### src/rtl/pi_filt_pkg.sv
package pi_filt_pkg;
    localparam int ERR_W        = 21;
    localparam int CW_W         = 22;
    localparam int GAIN_W       = 5;
    localparam int LIN_GAIN_MAX = 18;
    localparam int INT_GAIN_MAX = 20;

    typedef struct packed {
        logic sat_in;
        logic sat_int;
        logic sat_out;
    } sat_flags_t;
endpackage

### src/rtl/gain_shifter.sv
module gain_shifter #(
    parameter int IN_W   = 21,
    parameter int OUT_W  = 22,
    parameter int SH_W   = 5,
    parameter int MAX_SH = 18
) (
    input  logic signed [IN_W-1:0]  din,
    input  logic        [SH_W-1:0]  sh,
    output logic signed [OUT_W-1:0] dout,
    output logic                    clipped
);
    localparam int WIDE_W = IN_W + MAX_SH + 1;

    logic [SH_W-1:0]          sh_eff;
    logic signed [WIDE_W-1:0] ext;
    logic signed [WIDE_W-1:0] shifted;

    always_comb begin
        sh_eff  = (sh > SH_W'(MAX_SH)) ? SH_W'(MAX_SH) : sh;
        ext     = {{(WIDE_W-IN_W){din[IN_W-1]}}, din};
        shifted = ext <<< sh_eff;
    end

    generate
        if (WIDE_W <= OUT_W) begin : g_no_clip
            always_comb begin
                dout    = {{(OUT_W-WIDE_W){shifted[WIDE_W-1]}}, shifted};
                clipped = 1'b0;
            end
        end else begin : g_clip
            localparam logic signed [WIDE_W-1:0] HI =
                {{(WIDE_W-OUT_W+1){1'b0}}, {(OUT_W-1){1'b1}}};
            localparam logic signed [WIDE_W-1:0] LO =
                {{(WIDE_W-OUT_W+1){1'b1}}, {(OUT_W-1){1'b0}}};
            always_comb begin
                if (shifted > HI) begin
                    dout    = HI[OUT_W-1:0];
                    clipped = 1'b1;
                end else if (shifted < LO) begin
                    dout    = LO[OUT_W-1:0];
                    clipped = 1'b1;
                end else begin
                    dout    = shifted[OUT_W-1:0];
                    clipped = 1'b0;
                end
            end
        end
    endgenerate
endmodule

### src/rtl/sat_adder.sv
module sat_adder #(
    parameter int W = 22
) (
    input  logic signed [W-1:0] a,
    input  logic signed [W-1:0] b,
    output logic signed [W-1:0] sum,
    output logic                clipped
);
    localparam logic [W-1:0] POS_LIM = {1'b0, {(W-1){1'b1}}};
    localparam logic [W-1:0] NEG_LIM = {1'b1, {(W-1){1'b0}}};

    logic [W:0] full;

    always_comb begin
        full    = {a[W-1], a} + {b[W-1], b};
        clipped = full[W] ^ full[W-1];
        if (clipped) begin
            sum = full[W] ? NEG_LIM : POS_LIM;
        end else begin
            sum = full[W-1:0];
        end
    end
endmodule

### src/rtl/pi_loop_filter.sv
module pi_loop_filter
    import pi_filt_pkg::*;
#(
    parameter int P_ERR_W   = ERR_W,
    parameter int P_CW_W    = CW_W,
    parameter int P_GAIN_W  = GAIN_W,
    parameter int P_LIN_MAX = LIN_GAIN_MAX,
    parameter int P_INT_MAX = INT_GAIN_MAX
) (
    input  logic                       clk,
    input  logic                       rst,
    input  logic signed [P_ERR_W-1:0]  err_i,
    input  logic                       load_i,
    input  logic                       fce_i,
    input  logic        [P_GAIN_W-1:0] gain_lin_i,
    input  logic        [P_GAIN_W-1:0] gain_int_i,
    input  logic                       hold_i,
    input  logic                       ofs_en_i,
    input  logic signed [P_CW_W-1:0]   ofs_word_i,
    output logic signed [P_CW_W-1:0]   ctrl_o,
    output logic                       sat_in_o,
    output logic                       sat_int_o,
    output logic                       sat_out_o
);
    logic signed [P_CW_W-1:0] lin_t, int_t, integ_nx, volt_nx;
    logic signed [P_CW_W-1:0] integ_q, volt_q;
    logic                     lin_clip, int_clip, acc_clip, out_clip;
    logic                     run;
    sat_flags_t               flags_q;

    gain_shifter #(.IN_W(P_ERR_W), .OUT_W(P_CW_W), .SH_W(P_GAIN_W), .MAX_SH(P_LIN_MAX))
        u_lin_sh (.din(err_i), .sh(gain_lin_i), .dout(lin_t), .clipped(lin_clip));

    gain_shifter #(.IN_W(P_ERR_W), .OUT_W(P_CW_W), .SH_W(P_GAIN_W), .MAX_SH(P_INT_MAX))
        u_int_sh (.din(err_i), .sh(gain_int_i), .dout(int_t), .clipped(int_clip));

    sat_adder #(.W(P_CW_W))
        u_acc (.a(integ_q), .b(int_t), .sum(integ_nx), .clipped(acc_clip));

    sat_adder #(.W(P_CW_W))
        u_sum (.a(lin_t), .b(integ_nx), .sum(volt_nx), .clipped(out_clip));

    // A filter step needs strobe and enable; hold blocks it unless offset overrides.
    assign run = load_i & fce_i & (~hold_i | ofs_en_i);

    always_ff @(posedge clk) begin
        if (rst) begin
            integ_q <= '0;
            volt_q  <= '0;
            flags_q <= '0;
        end else if (run) begin
            integ_q         <= integ_nx;
            volt_q          <= volt_nx;
            flags_q.sat_in  <= lin_clip | int_clip;
            flags_q.sat_int <= acc_clip;
            flags_q.sat_out <= out_clip;
        end
    end

    assign ctrl_o    = ofs_en_i ? ofs_word_i : volt_q;
    assign sat_in_o  = flags_q.sat_in;
    assign sat_int_o = flags_q.sat_int;
    assign sat_out_o = flags_q.sat_out;
endmodule

### config.mk
export PLATFORM = sky130hd
export DESIGN_NAME = pi_loop_filter
export DESIGN_NICKNAME = d
export VERILOG_FILES = /design/src/rtl/pi_filt_pkg.sv /design/src/rtl/gain_shifter.sv /design/src/rtl/sat_adder.sv /design/src/rtl/pi_loop_filter.sv
export SDC_FILE = /design/constraint.sdc
export NUM_CORES = 1
export LEC_CHECK = 0
export ABC_AREA = 1
export BUFFER_PORTS_ARGS = -buffer_cell sky130_fd_sc_hd__buf_4
export CAP_MARGIN = 10
export CORE_MARGIN = 4
export CORE_UTILIZATION = 35
export DETAILED_ROUTE_END_ITERATION = 10
export PLACE_DENSITY = 0.56
export SYNTH_ARGS = -nofsm -noshare
export SYNTH_HDL_FRONTEND = slang
export SYNTH_SLANG_ARGS = --single-unit
### constraint.sdc
create_clock -name clk -period 7.8 [get_ports clk]
set_input_delay 0.39 -clock clk [delete_from_list [all_inputs] [get_ports clk]]
set_output_delay 0.39 -clock clk [all_outputs]
set_load 0.05 [all_outputs]
==> results.md, run 1 <==
- Die ar.: 0.0242 mm^2
- Area growth syn-to-layout: 11.5%
- Net Sw Frac: 51.2%
- Multi-input logic area: around 0.0060 mm^2
- N_diodes: 0
- Grt total ovfl: 0
- Slew headroom: 25.9%
- WS Path Type: in2reg
- CTS sink count: 47
- CTS Hold Bufs: 0
- CP Max Fanout: 25
- Crit share post-route: 89.5%
- DR vias: 9254
- Synth area leader: nand2_1
- Postcts setup bufs: 0
- Vias in the first global route: 8598
- Net Sw Power: 0.800 mW
- Starting density of the core: between 30% and 40%
- Total CTS buffers: 5
- Max_cap viols: 0
- DRT Pass-1 Iters: 5
- Storage cell area: 941 um^2
- Sequential Power Share: 17.7%
- Tightest Pin Transition: 1110 ps
- Htree depth: 2
- Clock Pin Slew Worst Setup and Hold Paths: 70 ps
- Max Slew Vio Count: 0
- Post-CTS Resized: 0
- Startpoint types: input pin
- Commonest cells after routing, fill and taps aside: 526 x nand2_1, 236 x nand3_1, 98 x buf_4, 90 x a21oi_1, 88 x nor2_1
- Placed insts: 1711
- CP peak stage delay: 460 ps
- Iteration-0 DRC Markers: 807
- Top-area cell type share of the netlist area: 26.0%
- Synth unique cells: between 40 and 50
- IO Pins: 84
- Clock Tree Buf Depth: 2
- CTS tree: done
- Commonest non-fill, non-tap cell in the layout: nand2_1
- Setup TNS: 0 ps
- Synth Warn #: 0
- RSZ-0062 raised after global routing: no
- Drt drc: 0
- Yosys reg bits: between 40 and 50
- DRT antenna net count: 0
- Finish-stage setup viols: 0
- Top cells by area, synth: nand2_1 26%, nand3_1 16%, dfxtp_1 12%, ha_1 7.4%, a21oi_1 5.9%
- Dpl hpwl: 20600 um
- Vias per cell: 5.38
- Avg Inst Size Synth: 5.38 um^2
- Wire per inst: 15.3 um
- Core ar.: between 0.02 and 0.025 mm^2
- Die W: approximately 160 um
- WP data required: 8020 ps
- Initial antenna violation count: 0
- Core Rows: 53
- Filler cells: 2439
- Pleak: between 4 and 5 nW
- Hold Path Class: in2reg
- Global-route wire length before repair: around 42000 um
- Nets: around 1500
- Power Internal: 0.762 mW
- Finished Layout Cells: 1719
- CP Data Arrival Time: 7200 ps
- Aggregate global-route resource usage: 20.9%
- Critical path's slowest cell: nor4_1
- Cells after Synth: 1416
- Share of cells above drive strength 1: 8.73%
- Fmax: around 140 MHz
- Logic gate share of total power: 67.8%
- Mapped Area: between 0.007 and 0.008 mm^2
- Routed WL: 26200 um
- CP delay by family, top: simple AND/OR/NAND/NOR gates
- Pin count of the biggest net entering global routing: 49
- Layout Skew: 4.21 ps
- Syn_nets: approximately 1500
- Die H: 156 um
- CTS root buf: clkbuf_16
- Skew-Pair Late Insertion Delay: 290 ps
- I/O Buffers: 83
- Clock power share: 14.5%
- Setup crit end kind: register
- Status: complete, no violations
- Final Hold Viols: 0
- Peak supply drop: ~0.09 mV
- WP buf/inv: 6
- WHS: approximately 330 ps
- Final min period: 6980 ps
- GPL Wtd Cong: 0.905
- Fin util: 40.0%
- Most frequent cell on the critical path: nand2_1
- Post-DP Area: 0.00834 mm^2
- Pwr dens: 184 mW/mm^2
- Fin area: 0.00849 mm^2
- Post-synthesis sequential area ratio: 12.4%
[cells by family after synthesis]
kind of cell / synth area share (%)
compound gates: 17.1
xor+xnor: 4.14
fa+ha+maj: 7.92
buf+inv: 9.04
flops: 12.4
mux: 0.131
simple gates: 49.4
[stage by stage]
stage	power (mW)	worst slack (ps)
after floorplan	1.07	1660
after global placement	1.33	468
after detailed placement	1.33	443
after CTS	1.56	740
after global routing	1.71	3.74
final	1.56	817
[final timing paths]
check / start / to / slack (ps) / depth (start not counted)
worst max-delay path: gain_int_i[0] / volt_q[9]$_SDFFE_PP0P_ / 820 / 50
worst min-delay path: rst / volt_q[1]$_SDFFE_PP0P_ / 330 / 2
worst max register to register: integ_q[0]$_SDFFE_PP0P_ / volt_q[9]$_SDFFE_PP0P_ / 3090 / 32
worst min register to register: volt_q[1]$_SDFFE_PP0P_ / volt_q[1]$_SDFFE_PP0P_ / 480 / 2
[synth_stat cells (all sizes together)]
cell / instances
o211a: 1
a31oi: 5
a221oi: 2
nand3: 236
buf: 36
o21bai: 1
a21boi: 3
o22ai: 3
nand3b: 4
inv: 82
clkinv: 1
nand2: 535
a211oi: 1
fa: 2
xnor2: 14
nor3: 4
or2: 2
clkbuf: 43
nor2: 91
o21ai: 96
o31ai: 2
xor2: 22
and2: 8
o2111ai: 11
o221ai: 5
mux2i: 1
ha: 45
a21oi: 91
dfxtp: 47
o211ai: 8
a21o: 4
nor4: 2
nand4: 8
[worst reg2reg max path: cells and delay by family, from the launching register on]
kind / cells / cell delay [ps]
simple gates: 20 / 2040
fa+ha+maj: 3 / 930
compound gates: 5 / 780
buf+inv: 4 / 560
flops: 1 / 330
[cell type report]
cell class | instances | area share, %
Timing Repair Buffer | 99 | 8.90
Inverter | 83 | 3.67
Multi-Input combinational cell | 1207 | 70.5
Tap cell | 275 | 4.05
Clock inverter | 1 | 0.103
Sequential cell | 47 | 11.1
Clock buffer | 7 | 1.68
[state kept, by name, summed over array words and instances (netlist names)]
register,count
sat_in_o,1
integ_q,22
sat_out_o,1
volt_q,22
sat_int_o,1
[per-layer routing]
metal	GRT usage [%]	routed length [um]	vias to the layer above	part of all wire, %
met5	0	0	-	0
met4	4.59	476	0	1.8
met1	30.1	12400	4133	47
met2	34.0	11900	326	45
met3	1.72	1430	31	5.5
li1	-	-	4764	-
[power by group through the flow]
stage	registers [mW]	logic, mW	clock network, mW
after floorplan	0.282	0.788	0
after detailed placement	0.282	1.05	0
after global routing	0.279	1.20	0.239
after global placement	0.282	1.05	0
after CTS	0.276	1.05	0.231
final	0.276	1.06	0.227
(Power assumes the default switching activity.)
==> run 2, diff against run 1 <==
ABC_AREA = default   (was 1)
==> run 2 against run 1 <==
Die area is 15% higher. Worst hold slack improved by 140 ps. Flip-flop and latch count is the same. Clock power decreased by 2%. Global-route usage up 2.7 points. Register-to-register slack worse by 510 ps. Critical path type unchanged. Critical endpoint is now sat_out_o$_SDFFE_PP0P_. Largest power group unchanged.
==> results.md, run 2 <==
- Status: complete, no violations
- Synth top cells by count: 123 x nand2_1, 113 x nor2_1, 96 x a21oi_1
- Routed WL: roughly 35000 um
- Synth async-reset ratio: 0%
- Top-area cell type share of the netlist area: 10.6%
- DRT antenna net count: 0
- Critical path's slowest cell: o31a_2
- Pleak: 4.92 nW
- Storage cell area: roughly 940 um^2
- WP data required: 7980 ps
- Mapped Area: 0.00885 mm^2
- I/O Buffers: just over 80
- Die ar.: 0.0279 mm^2
- Pin count of the biggest net entering global routing: 49
- Peak supply drop: about 0.12 mV
- Multi-input logic area: around 0.0074 mm^2
- Dpl hpwl: 27100 um
- Wire per inst: a little under 20 um
- CP Max Fanout: 17
- IO Pins: 84
- CTS sink count: 47
- Commonest non-fill, non-tap cell in the layout: buf_4
- Tightest Pin Transition: just over 1000 ps
- Startpoint types: input pin
- Die W: between 150 and 200 um
- Initial antenna violation count: 0
- Max Slew Vio Count: 0
- Clock Tree Buf Depth: 2
- Filler cells: 2540
- Core ar.: 0.0246 mm^2
- Share of cells above drive strength 1: a little over a quarter
- Post-synthesis sequential area ratio: 10.6%
- Dominant synthesized flop cell: dfxtp_1
- Most frequent cell on the critical path: buf_4
- WP buf/inv: 8
- Skew-Pair Late Insertion Delay: 290 ps
- Setup TNS: 0 ps
- N_diodes: 0
- Final Hold Viols: 0
- Area growth syn-to-layout: 28.0%
- Vias in the first global route: 10200
- Biggest regs: integ_q x22, volt_q x22
- Synth Warn #: 0
- Max_cap viols: 0
- Iteration-0 DRC Markers: 959
- Nets: 1569
- Pwr dens: roughly 160 mW/mm^2
- Grt total ovfl: 0
- Synth unique cells: 94
- GPL Wtd Cong: approximately 0.95
- Htree depth: 2
- CTS tree: done
- Final min period: 7460 ps
- Total CTS buffers: 5
- Commonest cells after routing, fill and taps aside: 292 x buf_4, 123 x nand2_1, 112 x nor2_1, 92 x a21oi_1, 61 x o21ai_0
- CTS root buf: clkbuf_16
- Clock Pin Slew Worst Setup and Hold Paths: 70 ps
- Drt drc: 0
- CP Data Arrival Time: 7650 ps
- PnR Total Power: about 1.8 mW
- Top cells by area, synth: dfxtp_1 11%, ha_1 6.4%, a21oi_1 5.4%, nand2_1 5.2%, nor2_1 4.8%
- Layout Skew: 6.12 ps
- Die H: roughly 170 um
- Finish-stage setup viols: 0
- Crit share post-route: 95.7%
- Most common cell in the netlist: nand2_1
- DRT Pass-1 Iters: 7
- Cells after Synth: approximately 1300
- Syn_nets: between 1000 and 1500
- CP peak stage delay: 420 ps
- Hold Path Class: in2reg
- Starting density of the core: 36.0%
- Aggregate global-route resource usage: 23.6%
- Number of synthesized flops with an enable pin: 0
- DR vias: 10700
- Global-route wire length before repair: 55100 um
- Yosys reg bits: between 40 and 50
- Synth area leader: dfxtp_1
- WS Path Type: in2reg
- Avg Inst Size Synth: 6.95 um^2
- CP delay by family, top: compound AO/OA/AOI/OAI gates
- Core Rows: 57
- Vias per cell: 5.96
- Fmax: ~130 MHz
- Setup crit end kind: register
- Slew headroom: 30.9%
==> run 2: cell count changes after synthesis, sizes merged, moves of 34 or more <==
cell,delta
nand2,-411
nand3,-192
inv,-54
o211ai,+41
a211oi,+40
mux2,+34
==> run 2: metrics by stage <==
step	hold slack (ps)	std cells	util, %	setup WS [ps]	instance area (um^2)
2_1_floorplan	451	1273	-	74.4	8870
3_3_place_gp	471	1772	44.6	-153	11000
3_5_place_dp	476	1772	44.6	-222	11000
4_1_cts	456	1780	45.3	74.0	11100
5_1_grt	467	1788	46.1	-77.0	11300
6_report	475	1788	46.1	336	11300
==> run 2: repair_timing <==
item | in CTS | in global routing
pin swaps | 0 | 10
setup endpoints to repair | 17 | 23
hold buffers | 0 | 0
gates cloned | 0 | 1
setup buffers | 0 | 7
gates resized for setup | 1 | 25
==> run 2: layer usage <==
metal  global-route usage (%)  vias to the layer above  part of all wire [%]
li1                         -                     5229                     -
met1                     31.8                     4967                    44
met2                     39.0                      388                    46
met3                     2.84                       80                   5.9
met4                     7.86                        0                   3.7
met5                        0                        -                     0
==> run 2: where the power goes <==
part | switching [mW] | leakage, nW | internal (mW) | total [mW]
Combinational | 0.725 | 4.47 | 0.588 | 1.31
Sequential | 0.0199 | 0.386 | 0.275 | 0.295
Clock | 0.103 | 0.0700 | 0.120 | 0.223
==> run 2: layout make-up <==
| class | instances | share of cell area, % |
|---|---|---|
| timing repair buffer | 299 | 20.5 |
| multi-input combinational | 1081 | 65.3 |
| sequential | 47 | 8.30 |
| tap | 324 | 3.58 |
| clock buffer | 5 | 1.10 |
| clock inverter | 3 | 0.221 |
| inverter | 29 | 0.961 |
==> run 2: logic make-up after synthesis <==
kind of cell / share of synthesized area (%)
xor+xnor: 3.26
buf+inv: 7.43
flops: 10.6
simple gates: 23.4
fa+ha+maj: 6.92
mux: 7.76
compound gates: 40.6
==> run 2: final timing paths <==
| path | start | endpoint | slack [ps] | cells after the start |
|---|---|---|---|---|
| worst min register to register | volt_q[13]$_SDFFE_PP0P_ | volt_q[13]$_SDFFE_PP0P_ | 490 | 1 |
| worst max register to register | integ_q[0]$_SDFFE_PP0P_ | volt_q[6]$_SDFFE_PP0P_ | 2580 | 25 |
| worst max-delay path | gain_int_i[3] | sat_out_o$_SDFFE_PP0P_ | 340 | 37 |
| worst min-delay path | rst | volt_q[21]$_SDFFE_PP0P_ | 470 | 2 |
